[config.mk]
export PLATFORM = sky130hd
export DESIGN_NAME = irq_resolver
export DESIGN_NICKNAME = d
export VERILOG_FILES = /design/src/rtl/irq_res_pkg.sv /design/src/rtl/irq_lsb_scan.sv /design/src/rtl/irq_shortcut_pick.sv /design/src/rtl/irq_resolver.sv
export SDC_FILE = /design/constraint.sdc
export NUM_CORES = 1
export LEC_CHECK = 0
export BUFFER_PORTS_ARGS = -buffer_cell sky130_fd_sc_hd__buf_4
export CORE_MARGIN = 8
export CORE_UTILIZATION = 36
export CTS_CLUSTER_SIZE = 40
export DETAILED_ROUTE_END_ITERATION = 12
export PLACE_DENSITY_LB_ADDON = 0.2
export RECOVER_POWER = 100
export SLEW_MARGIN = 20
export SYNTH_ARGS = -nofsm -noshare
export SYNTH_HDL_FRONTEND = slang
export SYNTH_SLANG_ARGS = --single-unit
[constraint.sdc]
create_clock -name clk -period 2.2 [get_ports clk]
set_input_delay 0.22 -clock clk [delete_from_list [all_inputs] [get_ports clk]]
set_output_delay 0.22 -clock clk [all_outputs]
set_load 0.01 [all_outputs]
[src/rtl/irq_res_pkg.sv]
// Package irq_res_pkg
// Shared constants for the interrupt number resolver: widths, bank bases,
// the position of summary and shortcut bits inside the top-level word, and
// the shortcut tables (8-bit entries, entry 0 in the low byte).
package irq_res_pkg;
    parameter int NUM_W      = 7;
    parameter int BASIC_N    = 8;
    parameter int BANK_W     = 32;
    parameter int PEND_W     = 21;
    parameter int B1_BASE    = BASIC_N;
    parameter int B2_BASE    = BASIC_N + BANK_W;
    parameter int SUM1_POS   = 8;
    parameter int SUM2_POS   = 9;
    parameter int SC1_N      = 5;
    parameter int SC2_N      = 6;
    parameter int SC1_POS    = 10;
    parameter int SC2_POS    = SC1_POS + SC1_N;
    parameter logic [8*SC1_N-1:0] SC1_TAB = {8'd19, 8'd18, 8'd10, 8'd9, 8'd7};
    parameter logic [8*SC2_N-1:0] SC2_TAB = {8'd30, 8'd25, 8'd24, 8'd23, 8'd22, 8'd21};

    typedef logic [NUM_W-1:0] irq_num_t;

    // Build the bank exclusion mask from a shortcut table.
    function automatic logic [BANK_W-1:0] tab_to_mask(logic [63:0] tab, int n);
        logic [BANK_W-1:0] m;
        m = '0;
        for (int i = 0; i < n; i++) begin
            m[int'(tab[i*8 +: 8])] = 1'b1;
        end
        return m;
    endfunction

    parameter logic [BANK_W-1:0] EXCL1 = tab_to_mask(64'(SC1_TAB), SC1_N);
    parameter logic [BANK_W-1:0] EXCL2 = tab_to_mask(64'(SC2_TAB), SC2_N);
endpackage

[src/rtl/irq_lsb_scan.sv]
// Module irq_lsb_scan
// Finds the lowest set bit of a vector after removing the bits in EXCL and
// returns BASE plus its index. Purely combinational.
// Assumes BASE + W - 1 fits in NUM_W bits.
module irq_lsb_scan #(
    parameter int W = 32,
    parameter int BASE = 0,
    parameter int NUM_W = 7,
    parameter logic [W-1:0] EXCL = '0
) (
    input  logic [W-1:0]     vec,
    output logic             found,
    output logic [NUM_W-1:0] num
);
    logic [W-1:0] kept;

    // Downward sweep so the lowest set bit is written last.
    always_comb begin
        kept  = vec & ~EXCL;
        found = 1'b0;
        num   = '0;
        for (int i = W - 1; i >= 0; i--) begin
            if (kept[i]) begin
                found = 1'b1;
                num   = NUM_W'(BASE + i);
            end
        end
    end
endmodule

[src/rtl/irq_shortcut_pick.sv]
// Module irq_shortcut_pick
// Picks the first set shortcut in list order and maps it to BASE plus the
// bank bit that the table names for it. Purely combinational.
// Assumes each table entry is below the bank width.
module irq_shortcut_pick #(
    parameter int N = 5,
    parameter int BASE = 8,
    parameter int NUM_W = 7,
    parameter logic [8*N-1:0] TAB = '0
) (
    input  logic [N-1:0]     hit,
    output logic             found,
    output logic [NUM_W-1:0] num
);
    // Walk from the last entry down so the earliest listed entry wins.
    always_comb begin
        found = 1'b0;
        num   = '0;
        for (int i = N - 1; i >= 0; i--) begin
            if (hit[i]) begin
                found = 1'b1;
                num   = NUM_W'(BASE + int'(TAB[i*8 +: 8]));
            end
        end
    end
endmodule

[src/rtl/irq_resolver.sv]
// Module irq_resolver
// Resolves one global interrupt number (0..71) from the top-level pending
// word and two bank words. The stages run in order: top-level sources,
// bank-1 shortcuts, bank-2 shortcuts, bank-1 scan, bank-2 scan.
// The result is registered; the reset is synchronous and active low.
// Assumes the inputs are already masked by their enables.
module irq_resolver
    import irq_res_pkg::*;
(
    input  logic              clk,
    input  logic              rst_n,
    input  logic [PEND_W-1:0] basic_pend,
    input  logic [BANK_W-1:0] bank1_pend,
    input  logic [BANK_W-1:0] bank2_pend,
    output logic [NUM_W-1:0]  irq_num,
    output logic              irq_valid
);
    localparam int STAGES = 5;

    logic     [STAGES-1:0] hit;
    irq_num_t              cand [STAGES];
    logic                  nxt_valid;
    irq_num_t              nxt_num;

    irq_lsb_scan #(.W(BASIC_N), .BASE(0), .NUM_W(NUM_W), .EXCL('0)) u_basic (
        .vec(basic_pend[BASIC_N-1:0]), .found(hit[0]), .num(cand[0]));

    irq_shortcut_pick #(.N(SC1_N), .BASE(B1_BASE), .NUM_W(NUM_W), .TAB(SC1_TAB)) u_sc1 (
        .hit(basic_pend[SC1_POS +: SC1_N]), .found(hit[1]), .num(cand[1]));

    irq_shortcut_pick #(.N(SC2_N), .BASE(B2_BASE), .NUM_W(NUM_W), .TAB(SC2_TAB)) u_sc2 (
        .hit(basic_pend[SC2_POS +: SC2_N]), .found(hit[2]), .num(cand[2]));

    logic scan1_found, scan2_found;

    irq_lsb_scan #(.W(BANK_W), .BASE(B1_BASE), .NUM_W(NUM_W), .EXCL(EXCL1)) u_bank1 (
        .vec(bank1_pend), .found(scan1_found), .num(cand[3]));

    irq_lsb_scan #(.W(BANK_W), .BASE(B2_BASE), .NUM_W(NUM_W), .EXCL(EXCL2)) u_bank2 (
        .vec(bank2_pend), .found(scan2_found), .num(cand[4]));

    // A bank scan counts only when its summary bit is set.
    always_comb begin
        hit[3] = basic_pend[SUM1_POS] & scan1_found;
        hit[4] = basic_pend[SUM2_POS] & scan2_found;
    end

    // Fixed stage order: the lowest stage index with a hit wins.
    always_comb begin
        nxt_valid = 1'b0;
        nxt_num   = '0;
        for (int s = STAGES - 1; s >= 0; s--) begin
            if (hit[s]) begin
                nxt_valid = 1'b1;
                nxt_num   = cand[s];
            end
        end
    end

    // Output register with synchronous active-low reset.
    always_ff @(posedge clk) begin
        if (!rst_n) begin
            irq_valid <= 1'b0;
            irq_num   <= '0;
        end else begin
            irq_valid <= nxt_valid;
            irq_num   <= nxt_num;
        end
    end
endmodule

==> reports/qor.csv <==
metric;value;unit
status;completed;
cap_violations;0;
power_frac_seq;28.0;%
synthToLayoutAreaGrowth;71.63;%
highest_layer;met4;
cts.clk_slew.worst_paths;50;ps
ys_top_cells_by_area;dfxtp_1 13%, nor2_1 9.4%, nor3_1 7.6%;
synth_top_area_share;12.88;%
max_slew_margin;62.45;%
holdWs;216.2;ps
synth-simple-area-share;48.49;%
syn_area_per_cell;6.478;µm²
rows;21;
path_class;input port to flip-flop;
min_path_type;input port to flip-flop;
wire_per_inst;13.74;µm
cts.path.max_buffers;2;
yosysMostFrequentCell;nor2_1;
period_minus_slack;2097;ps
synth_compound_area_share;34.71;%
ioPinCount;95;
diodes;0;
startpoint_type;input port;
hold-path-endpoint;irq_num[4];
final_nets;397;
cts_setup_buffers;0;
power.density;249.0;mW/mm²
place.port_buffers;83;
worstPathArrival;2230;ps
synth_top_family_by_area;simple AND/OR/NAND/NOR gates;
final_layout_size_suffix_gt1_share;37.99;%
met1_length;2095;µm
fp.dieW;74.78;µm
leakage;0.8794;nW
critPathMaxFanout;2;
cts_hold_buf;0;
wl_met2;2334;µm
cp.required;2330;ps
numCtsBuffers;3;
drtPass1Iterations;4;
pwr-share-clk;20.2;%
switching_share;31.30;%
fp.coreArea;0.003337;mm²
worst_ir_drop_vdd;0.1026;mV
power_frac_comb;51.8;%
dp_hpwl;4315;µm
min_period_over_period;95.34;%
start_util;37.27;%
yosysTopAreaCell;dfxtp_1;
setup_viol;0;
yosysUniqueCellTypes;44;
globalplace.congestion;0.9413;
hp-start;basic_pend[10];
synth_adder_area_share;0;%
syn_inst;192;
root_buffer;clkbuf_4;
yosysWarnings;0;
tightestPinTransition;558.1;ps
vias_per_cell;5.370;
syn_nets;279;
synth_xor_area_share;0;%
power.total;531.5;µW
cts-resized-gates;0;
ys_top_cells_by_count;31 x nor2_1, 19 x nor3_1, 14 x a21oi_1, 14 x nor4_1, 12 x nand2_1;
min_path_cells;2;
synth-seq-cells;8;
drv_slew;0;
fin_cells;354;
route.vias.total;1901;
hold_viol;0;
grt_pass1_vias;2005;
p_int;365.1;µW
grt_overflow_total;0;
ys_seq_area_share;12.88;%
clock_sinks;8;
synth-edff-count;0;
antenna_left;0;
die_y;74.78;µm
tritoncts;yes;
wl_met3;387;µm
design.die.area;0.005591;mm²
grt_usage;17.67;%
initialDrtViolationCount;121;
wirelength;4865;µm
htreeDepth;1;
drc;0;
dominantRegCellSynth;dfxtp_1;
synthArstFlopShare;0;%
grt_pass1_wl;8162;µm
antenna_found_initial;0;
fmax;476.8;MHz
rsz0062_at_grt;no;
syn_area;0.001244;mm²
end_kind;flip-flop;
switching_power;166.4;µW
grt_max_degree;10;
synth.mux.area_fraction;0;%
dp_cells;351;
flip-flops by register name, summed over array words and instances, names as in the netlist:
name       count
irq_num        7
irq_valid      1
layer usage:
| metal | vias up | global-route usage, % |
|---|---|---|
| li1 | 990 | - |
| met1 | 829 | 21.11 |
| met2 | 76 | 29.72 |
| met3 | 6 | 4.394 |
| met4 | 0 | 6.304 |
| met5 | - | 0 |
metrics by stage:
step,setup WS (ps),area [µm²],utilization [%],TNS [ps]
3_3_place_gp,-84.08,2157,64.64,-94.95
6_report,102.6,2135,63.97,0
2_1_floorplan,46.38,1244,-,0
3_5_place_dp,-124.8,2157,64.64,-136.9
5_1_grt,61.23,2135,63.97,0
4_1_cts,138.0,2180,65.32,0
area by class of cell:
cell class | instances | area (µm²)
fill | 346 | 1202
multi-input combinational | 171 | 1027
timing repair buffer | 115 | 825.8
sequential | 8 | 160.2
tap | 46 | 57.56
inverter | 11 | 41.29
clock buffer | 3 | 22.52
placed cells by master (no fill, tap or decap), types with 2 or more instances in the layout:
cell / instances
or3_1: 3
nand2_1: 12
a21oi_1: 14
nor2_1: 31
nor4_1: 14
dfxtp_1: 8
o21bai_1: 2
or2_2: 2
or4_1: 3
buf_4: 103
a211oi_1: 5
nand2b_1: 4
a221o_1: 2
a41oi_1: 2
o21a_1: 2
inv_1: 11
nor3b_1: 3
nor3_1: 19
nor4_2: 2
nor2b_1: 4
a31oi_1: 4
clkbuf_1: 10
o2111ai_1: 3
o21ai_0: 12
clkbuf_4: 5
nand3_1: 3
nand4_1: 4
o31ai_1: 4
cells by family after synthesis:
logic type             after synthesis
DFF                                  8
and+or+nand+nor                    110
buffers and inverters               13
AOI/OAI and AO/OA                   61
power groups by stage:
stage               logic (mW)  clock network (mW)  registers, mW
detailed placement       0.277                   0          0.152
global route             0.304               0.130          0.149
global placement         0.274                   0          0.152
floorplan               0.0772                   0          0.154
CTS                      0.279               0.111          0.149
finish                   0.275               0.107          0.149
worst max-delay path by stage:
stage | from | end | slack, ps | depth (start not counted)
6_report | bank2_pend[19] | irq_num[0] | 100 | 7
5_1_grt | bank2_pend[19] | irq_num[0] | 60 | 7
4_1_cts | bank2_pend[19] | irq_num[0] | 140 | 7
3_5_place_dp | bank2_pend[19] | irq_num[0] | -120 | 7
3_3_place_gp | bank2_pend[19] | irq_num[0] | -80 | 7
2_1_floorplan | bank2_pend[19] | irq_num[0] | 50 | 6
critical path: stages:
cell and delay, ps:
clkbuf_4 110, or4_1 550, or4b_4 550, o31ai_4 240, or3b_1 160, nor3_1 50
o32a_1 340
Note: power is estimated with default switching activity, not from simulation.
